File: src/rtl/i2c_scl_gen.sv
module i2c_scl_gen #(
  parameter int CODE_W   = 5,
  parameter int MIN_CODE = 3
) (
  input  logic              clk,
  input  logic              rst_n,
  input  logic              enable,
  input  logic              fast_mode,
  input  logic [CODE_W-1:0] div_code,
  input  logic              scl_in,
  output logic              scl_oe,
  output logic              rise_stb,
  output logic              fall_stb
);
  localparam int CNT_W = CODE_W + 2;

  typedef enum logic [1:0] {S_IDLE, S_LOW, S_WAIT, S_HIGH} phase_t;

  phase_t           state;
  logic [CNT_W-1:0] cnt, hi_q, lo_next, hi_next;
  logic             run, go_low;

  assign run = enable && (div_code >= CODE_W'(MIN_CODE));

  always_comb begin
    if (!fast_mode) begin
      lo_next = {div_code, 2'b00};
      hi_next = {div_code, 2'b00};
    end else if (div_code == CODE_W'(5)) begin
      lo_next = CNT_W'(6);
      hi_next = CNT_W'(4);
    end else begin
      lo_next = {1'b0, div_code, 1'b0};
      hi_next = {1'b0, div_code, 1'b0};
    end
  end

  assign go_low   = (state == S_IDLE) || (state == S_HIGH && cnt == '0);
  assign rise_stb = run && (state == S_WAIT) && scl_in;

  always_ff @(posedge clk) begin
    if (!rst_n) begin
      state    <= S_IDLE;
      cnt      <= '0;
      hi_q     <= '0;
      scl_oe   <= 1'b0;
      fall_stb <= 1'b0;
    end else begin
      fall_stb <= 1'b0;
      if (!run) begin
        state  <= S_IDLE;
        cnt    <= '0;
        scl_oe <= 1'b0;
      end else if (go_low) begin
        state    <= S_LOW;
        scl_oe   <= 1'b1;
        fall_stb <= 1'b1;
        cnt      <= lo_next - 1'b1;
        hi_q     <= hi_next;
      end else begin
        case (state)
          S_LOW:
            if (cnt == '0) begin
              state  <= S_WAIT;
              scl_oe <= 1'b0;
            end else begin
              cnt <= cnt - 1'b1;
            end
          S_WAIT:
            if (scl_in) begin
              state <= S_HIGH;
              cnt   <= hi_q - 2'd2;
            end
          S_HIGH:
            cnt <= cnt - 1'b1;
          default:
            state <= S_IDLE;
        endcase
      end
    end
  end
endmodule

File: config.mk
export PLATFORM = sky130hd
export DESIGN_NAME = i2c_scl_gen
export DESIGN_NICKNAME = d
export VERILOG_FILES = /design/src/rtl/i2c_scl_gen.sv
export SDC_FILE = /design/constraint.sdc
export NUM_CORES = 1
export LEC_CHECK = 0
export ABC_AREA = 1
export BUFFER_PORTS_ARGS = -buffer_cell sky130_fd_sc_hd__buf_2
export CAP_MARGIN = 20
export CORE_MARGIN = 5
export CORE_UTILIZATION = 55
export DETAILED_ROUTE_END_ITERATION = 8
export GPL_TIMING_DRIVEN = 0
export PLACE_DENSITY = 0.83
export REMOVE_ABC_BUFFERS = 1
export SLEW_MARGIN = 30
export SYNTH_ARGS = -nofsm -noshare
export SYNTH_HDL_FRONTEND = slang
export SYNTH_SLANG_ARGS = --single-unit
File: constraint.sdc
create_clock -name clk -period 2.04 [get_ports clk]
set_input_delay 0.306 -clock clk [delete_from_list [all_inputs] [get_ports clk]]
set_output_delay 0.306 -clock clk [all_outputs]
set_load 0.01 [all_outputs]
==> results.toml, run 1 <==
[run_status]
status = "finished, final reports clean"

[placed_design]
dp_hpwl_mm = 2.25
port_buffers = 12
dp_slack_ns = 0.207
place.gp.congestion = 0.853
place_area_mm2 = 0.00142

[detailed_routing]
routed_via_density = 5.03
wl_mm = 2.83
routedWlPerCell_um = 10.8
first_pass_iters = 4
drc = 0
drtAntennaViolNets = 0
first_iter_violations = 81
num_vias = 1322

[worst_hold_path]
holdPathStages = 3
min_to = "hi_q[2]"
holdCritPathClass = "primary input to flip-flop"
worstHoldStart = "rst_n"

[clock_network]
ctsHoldBuffers = 0
cts_inserted_buffers = 3
path_clk_slew_ns = 0.10
cts_root_buf = "clkbuf_4"
clock_sinks = 17
cts_buffer_depth = 2
htreeDepth = 1
tritoncts = "built"
clkLatencyLatePin_ns = 0.28

[sta]
max_freq_mhz = 561
skew_ns = 0.00154
finalHoldViolCount = 0
slew_headroom = 0.675
setup_violations = 0
setup_ws_ns = 0.257
tns_ns = 0
drv_slew = 0
period_needed_ns = 1.78
tightest_slew_ns = 0.483
fin_crit_sh = 0.874
rsz0062_at_grt = "no"

[critical_path]
worst-r2r-cell-count = 10
required_ns = 2.27
startpoint_type = "flip-flop"
critPathMaxFanout = 11
reg2reg_to = "hi_q[1]"
cp.arrival_ns = 2.01
critical_path_class = "flip-flop to flip-flop"
r2r-start = "cnt[0]"
reg2reg_setup_slack_ns = 0.26
crit_path_end_kind = "flip-flop"

[yosys]
avgSynthCellArea_um2 = 6.09
yosys_warnings = 0
synth_edf_count = 0
synth_flop_cell = "dfxtp_1"
synth_cell_types = 28
ys_seq_area_frac = 0.253
async_flop_share = 0
synth_cells = 221
synth_area_mm2 = 0.00135
synth_seq_cells = 17

[final_layout]
syn_to_final_growth_pct = 7.35
final_cell_mix = "nand2_1 (62), inv_1 (31), nor2_1 (22)"
fin_area_mm2 = 0.00144
final_util = 0.599
final_common_cell = "nand2_1"
diodes = 0
nets = 251
layout-drive-gt1-share = 0.129

[power_and_ir_drop]
power_density_mw_per_mm2 = 574
leakagePower_nw = 0.751
vdd_ir_drop_max_v = 0.000363

[floorplan]
rows = 18
ios = 13
coreArea_mm2 = 0.00241
die_area_mm2 = 0.00353
die_h_um = 59.5
initial_core_util = 0.558
die_w_um = 59.5

[job]
maxCapViolCount = 0

[grt]
antenna_found_initial = 0
grt_usage = 0.174
grt_max_degree = 13
grt_pass1_vias = 1156
grt_pass1_wl_mm = 4.82
grt_overflow = 0
-- routing by layer --
layer,share of wire,GRT usage,up-vias
li1,-,-,726
met1,0.49,0.237,562
met2,0.46,0.287,32
met3,0.041,0.0196,2
met4,0.0067,0.0485,0
met5,0,0,-
-- state kept, by name, indices dropped and copies added, names as in the netlist --
signal    count
hi_q          6
cnt           7
scl_oe        1
fall_stb      1
state         2
-- synthesized netlist by cell type, types with 2 or more instances --
cell type   n  area share
nor2_1     22       0.061
clkinv_1    2      0.0056
nand3_1    21       0.078
a21oi_2     2       0.013
inv_2       4       0.011
buf_2       2      0.0074
nand4_1     4       0.019
nor2_2      2      0.0093
dfxtp_1    17        0.25
a211oi_1    2       0.011
nand2_1    62        0.17
nand2_4     3       0.025
ha_1        7       0.065
a21oi_1    14       0.052
inv_1      32       0.089
o21ai_0     8       0.030
o21ai_1     6       0.022
-- final cells by class --
type | count | area [µm²]
fillers | 230 | 966
well taps | 30 | 37.5
flip-flops and latches | 17 | 340
inverters | 38 | 143
multi-input cells | 162 | 837
repair buffers | 12 | 60.1
clock buffers | 4 | 26.3
-- worst max-delay path, cell delays in order, from the launching register on --
cell	delay, ns
dfxtp_1	0.32
inv_1	0.12
ha_1	0.29
nand2_4	0.10
nor2_8	0.17
nand2_4	0.06
nand2_4	0.12
nand2_1	0.23
clkinv_1	0.11
nand3_1	0.08
a21boi_1	0.12
-- worst max-delay path by stage --
stage,start,end,slack [ns],cells past startpoint
2_1_floorplan,state[0],cnt[3],0.47,10
3_3_place_gp,state[0],cnt[3],0.19,10
3_5_place_dp,state[0],cnt[3],0.21,10
4_1_cts,state[0],cnt[3],0.18,10
5_1_grt,cnt[0],hi_q[1],0.06,10
6_report,cnt[0],hi_q[1],0.26,10
-- through the flow --
step	hold WS (ns)	std cells	power [mW]
floorplan	0.444	217	0.591
global placement	0.452	259	0.649
detailed placement	0.464	259	0.653
CTS	0.302	263	0.834
global route	0.322	263	0.888
finish	0.304	263	0.829
-- timing repair --
action                     CTS  global route
hold endpoints to repair     0             0
resized for setup            0             1
buffers inserted             0             0
setup endpoints to repair    0             1
-- cells by family (layout without fill, tap and decap cells) --
kind of cell | count (synthesis) | in the layout | synth area share
AND/OR/NAND/NOR | 117 | 117 | 0.393
buffers and inverters | 42 | 54 | 0.125
AO/OA/AOI/OAI | 36 | 36 | 0.151
flip-flops | 17 | 17 | 0.253
adder cells (fa/ha/maj) | 7 | 7 | 0.0651
XOR/XNOR | 2 | 2 | 0.0130
-- report_power, final --
group | internal [mW] | switching [mW] | total (mW)
sequential | 0.355 | 0.0201 | 0.375
combinational | 0.101 | 0.171 | 0.273
clock | 0.0759 | 0.106 | 0.182
total | 0.532 | 0.297 | 0.829
No activity file was read; power rests on OpenSTA's default activity.
==> inputs of run 2 (changes only) <==
--- a/config.mk
+++ b/config.mk
@@ -6,7 +6,7 @@
 export NUM_CORES = 1
 export LEC_CHECK = 0
 export ABC_AREA = 1
-export BUFFER_PORTS_ARGS = -buffer_cell sky130_fd_sc_hd__buf_2
+export BUFFER_PORTS_ARGS = -buffer_cell sky130_fd_sc_hd__clkbuf_2
 export CAP_MARGIN = 20
 export CORE_MARGIN = 5
 export CORE_UTILIZATION = 55
==> results.toml, run 2 (synthesized netlist as in run 1, its figures left out) <==
[placed_design]
place_area_mm2 = 0.00142
dp_slack_ns = 0.188
dp_cells = 259
port_buffers = 12
dp_hpwl_mm = 2.24
place.gp.congestion = 0.873

[detailed_routing]
drtAntennaViolNets = 0
routed_via_density = 5.17
routedWlPerCell_um = 10.8
wl_mm = 2.86
first_pass_iters = 5
drc = 0
num_vias = 1370
first_iter_violations = 52

[final_layout]
largest_reg_flops = 7
final_common_cell = "nand2_1"
fillers = 242
nets = 253
syn_to_final_growth_pct = 8.74
fin_area_mm2 = 0.00146
final_cell_mix = "nand2_1 (62), inv_1 (31), nor2_1 (22)"
reg_top3 = "cnt: 7 flops, hi_q: 6 flops, state: 2 flops"
layout-drive-gt1-share = 0.136
regArea_um2 = 340
final_util = 0.607
top_register = "cnt"
final_cells = 265
multi_input_area_um2 = 837
diodes = 0

[grt]
grt_pass1_vias = 1161
antenna_found_initial = 0
grt_overflow = 0
grt_pass1_wl_mm = 4.71
grt_max_degree = 13
grt_usage = 0.170

[worst_hold_path]
worstHoldStart = "rst_n"
min_to = "hi_q[2]"
holdCritPathClass = "primary input to flip-flop"
holdPathStages = 3

[power_and_ir_drop]
leakagePower_nw = 0.758
power_density_mw_per_mm2 = 569
vdd_ir_drop_max_v = 0.000366
power_switching_mw = 0.300
power_frac_seq = 0.451
clkPwrFrac = 0.219
pwr-share-comb = 0.330
switching_share = 0.360
power_mw = 0.832
internal_power_mw = 0.533

[job]
maxCapViolCount = 0

[sta]
period_needed_ns = 1.82
drv_slew = 0
slew_headroom = 0.689
worst_hold_slack_ns = 0.312
finalHoldViolCount = 0
skew_ns = 0.00368
fin_crit_sh = 0.891
max_freq_mhz = 550
setup_ws_ns = 0.223
setup_violations = 0
tns_ns = 0
tightest_slew_ns = 0.462
rsz0062_at_grt = "no"

[floorplan]
ios = 13
rows = 18
die_area_mm2 = 0.00353
initial_core_util = 0.558
die_w_um = 59.5
die_h_um = 59.5
coreArea_mm2 = 0.00241

[critical_path]
critical_path_class = "flip-flop to flip-flop"
required_ns = 2.23
cp.arrival_ns = 2.00
reg2reg_setup_slack_ns = 0.22
startpoint_type = "flip-flop"
r2r-start = "state[0]"
crit_path_end_kind = "flip-flop"
reg2reg_to = "cnt[5]"
worst-r2r-cell-count = 9
critPathMaxFanout = 5

[clock_network]
clkLatencyLatePin_ns = 0.29
cts_inserted_buffers = 3
path_clk_slew_ns = 0.10
tritoncts = "built"
cts_root_buf = "clkbuf_4"
clock_sinks = 17
cts_buffer_depth = 2
htreeDepth = 1

[run_status]
status = "finished, final reports clean"
## run 2: what timing repair did
action                     4_1_cts  5_1_grt
resized for setup                0        1
setup endpoints to repair        0        2
hold buffers                     0        0
setup buffers                    0        2
## run 2: cell type report
class | instances | share of cell area
timing repair buffer | 14 | 0.0513
inverter | 38 | 0.100
sequential | 17 | 0.233
multi-input combinational | 162 | 0.572
clock buffer | 4 | 0.0180
tap | 30 | 0.0257
## run 2: how the worst max path moves through the flow
| stage | startpoint | end | slack, ns |
|---|---|---|---|
| after global placement | state[0] | cnt[3] | 0.19 |
| after floorplan | state[0] | cnt[3] | 0.47 |
| after global routing | cnt[0] | hi_q[1] | 0.03 |
| after detailed placement | state[0] | cnt[3] | 0.19 |
| final | state[0] | cnt[5] | 0.22 |
| after CTS | state[0] | cnt[3] | 0.16 |
## run 2: routing by layer
metal	routed length, µm	up-vias	global-route usage
met4	25	0	0.0680
met5	0	-	0
met1	1390	601	0.221
met3	146	2	0.0283
met2	1300	36	0.276
li1	-	731	-
## run 2: critical path, stage by stage, from the launching register on
cell	delay (ns)
dfxtp_1	0.37
inv_1	0.13
ha_1	0.32
clkinvlp_4	0.17
nor2_1	0.16
inv_1	0.08
nand2_1	0.13
nand2_1	0.11
o21ai_0	0.19
a21oi_1	0.05
## run 2: power groups by stage
| stage | combinational (mW) | clock, mW | sequential [mW] |
|---|---|---|---|
| 2_1_floorplan | 0.211 | 0 | 0.380 |
| 3_3_place_gp | 0.267 | 0 | 0.382 |
| 3_5_place_dp | 0.270 | 0 | 0.382 |
| 4_1_cts | 0.272 | 0.188 | 0.375 |
| 5_1_grt | 0.315 | 0.201 | 0.378 |
| 6_report | 0.275 | 0.183 | 0.375 |
==> inputs of run 3 (changes only) <==
--- a/config.mk
+++ b/config.mk
@@ -8,11 +8,14 @@
 export ABC_AREA = 1
 export BUFFER_PORTS_ARGS = -buffer_cell sky130_fd_sc_hd__clkbuf_2
 export CAP_MARGIN = 20
+export CELL_PAD_IN_SITES_DETAIL_PLACEMENT = 1
+export CELL_PAD_IN_SITES_GLOBAL_PLACEMENT = 1
 export CORE_MARGIN = 5
-export CORE_UTILIZATION = 55
+export CORE_UTILIZATION = 42
+export CTS_BUF_LIST = sky130_fd_sc_hd__clkbuf_8
 export DETAILED_ROUTE_END_ITERATION = 8
 export GPL_TIMING_DRIVEN = 0
-export PLACE_DENSITY = 0.83
+export PLACE_DENSITY = 0.89
 export REMOVE_ABC_BUFFERS = 1
 export SLEW_MARGIN = 30
 export SYNTH_ARGS = -nofsm -noshare
==> results.toml, run 3 (synthesized netlist as in run 1, its figures left out) <==
[floorplan]
ios = 13
coreArea_mm2 = 0.00305
initial_core_util = 0.441
die_h_um = 66.6
die_w_um = 66.6
rows = 20
die_area_mm2 = 0.00443

[sta]
period_needed_ns = 1.90
finalHoldViolCount = 0
tightest_slew_ns = 0.431
setup_ws_ns = 0.142
skew_ns = 0.00615
worst_hold_slack_ns = 0.361
drv_slew = 0
max_freq_mhz = 527
fin_crit_sh = 0.931
setup_violations = 0
slew_headroom = 0.710

[critical_path]
required_ns = 2.24
reg2reg_setup_slack_ns = 0.14
reg2reg_to = "cnt[4]"
startpoint_type = "flip-flop"
critical_path_class = "flip-flop to flip-flop"
crit_path_end_kind = "flip-flop"
r2r-start = "state[0]"
worst-r2r-cell-count = 10
cp.arrival_ns = 2.10
critPathMaxFanout = 5

[grt]
grt_usage = 0.188
antenna_found_initial = 0
grt_overflow = 0
use_met2 = 0.347
grt_max_degree = 13
grt_util_met3 = 0.0236
top_usage_layer = "met2"
grt_pass1_vias = 1432
grt_pass1_wl_mm = 6.43
grt_util_met1 = 0.223

[detailed_routing]
wl_mm = 3.78
first_pass_iters = 4
num_vias = 1444
drtAntennaViolNets = 0
drc = 0
first_iter_violations = 36
routed_via_density = 5.18
routedWlPerCell_um = 13.6

[final_layout]
diodes = 0
reg_top3 = "cnt: 7 flops, hi_q: 6 flops, state: 2 flops"
final_cell_mix = "nand2_1 (62), inv_1 (32), nor2_1 (22)"
fin_area_mm2 = 0.00150
largest_reg_flops = 7
multi_input_area_um2 = 837
fillers = 465
layout-drive-gt1-share = 0.136
top_register = "cnt"
regArea_um2 = 340
nets = 253
final_common_cell = "nand2_1"
syn_to_final_growth_pct = 11.4

[power_and_ir_drop]
power_switching_mw = 0.327
vdd_ir_drop_max_v = 0.000349
internal_power_mw = 0.591
clkPwrFrac = 0.274
pwr-share-comb = 0.314
power_density_mw_per_mm2 = 612
leakagePower_nw = 0.770
power_frac_seq = 0.412
switching_share = 0.356

[clock_network]
clock_sinks = 17
clkLatencyLatePin_ns = 0.25
cts_root_buf = "clkbuf_8"
cts_inserted_buffers = 3
path_clk_slew_ns = 0.07
tritoncts = "built"
htreeDepth = 1
cts_buffer_depth = 2
ctsHoldBuffers = 0

[worst_hold_path]
min_to = "hi_q[2]"
holdCritPathClass = "primary input to flip-flop"
worstHoldStart = "rst_n"
holdPathStages = 3

[placed_design]
dp_hpwl_mm = 2.94
port_buffers = 12
place_area_mm2 = 0.00144
dp_slack_ns = 0.141
place.gp.congestion = 0.833

[job]
maxCapViolCount = 0

[run_status]
status = "finished, final reports clean"
## run 3: critical path: stages (launching register included)
cell	delay, ns
dfxtp_1	0.36
inv_1	0.13
ha_1	0.32
clkinvlp_4	0.18
nor2_1	0.21
a21oi_2	0.09
nor2_1	0.25
nand2_1	0.11
nand3_1	0.10
nand2_1	0.06
inv_1	0.05
## run 3: worst max-delay path by stage
| stage | startpoint | endpoint |
|---|---|---|
| 2_1_floorplan | state[0] | cnt[3] |
| 3_3_place_gp | state[0] | cnt[3] |
| 3_5_place_dp | state[0] | cnt[3] |
| 4_1_cts | state[0] | cnt[3] |
| 5_1_grt | state[0] | cnt[5] |
| 6_report | state[0] | cnt[4] |
## run 3: layout make-up
type,instances,area share
Clock buffer,3,0.0275
Inverter,38,0.0977
Multi-Input combinational cell,162,0.558
Clock inverter,1,0.00250
Tap cell,44,0.0367
Sequential cell,17,0.227
Timing Repair Buffer,14,0.0501
## run 3: power by group through the flow
stage               clock network [mW]  registers (mW)  logic [mW]
global route                     0.267           0.382       0.327
floorplan                            0           0.380       0.211
finish                           0.251           0.378       0.288
global placement                     0           0.383       0.273
detailed placement                   0           0.385       0.282
CTS                              0.255           0.378       0.286
## run 3: metal layers
metal	vias up	routed length, µm	share of wire
li1	728	-	-
met1	679	1660	0.44
met2	28	1940	0.51
met3	9	104	0.027
met4	0	73	0.019
met5	-	0	0
## run 3: through the flow
step	total power, mW	utilization	TNS, ns	cells
after floorplan	0.591	-	0	217
after global placement	0.656	0.470	0	273
after detailed placement	0.667	0.470	0	273
after CTS	0.919	0.485	0	277
after global routing	0.976	0.491	-0.0364	279
final	0.917	0.491	0	279
## run 3: what timing repair did
item | 4_1_cts | 5_1_grt
setup endpoints to repair | 0 | 5
buffers inserted | 0 | 2
resized for setup | 0 | 1
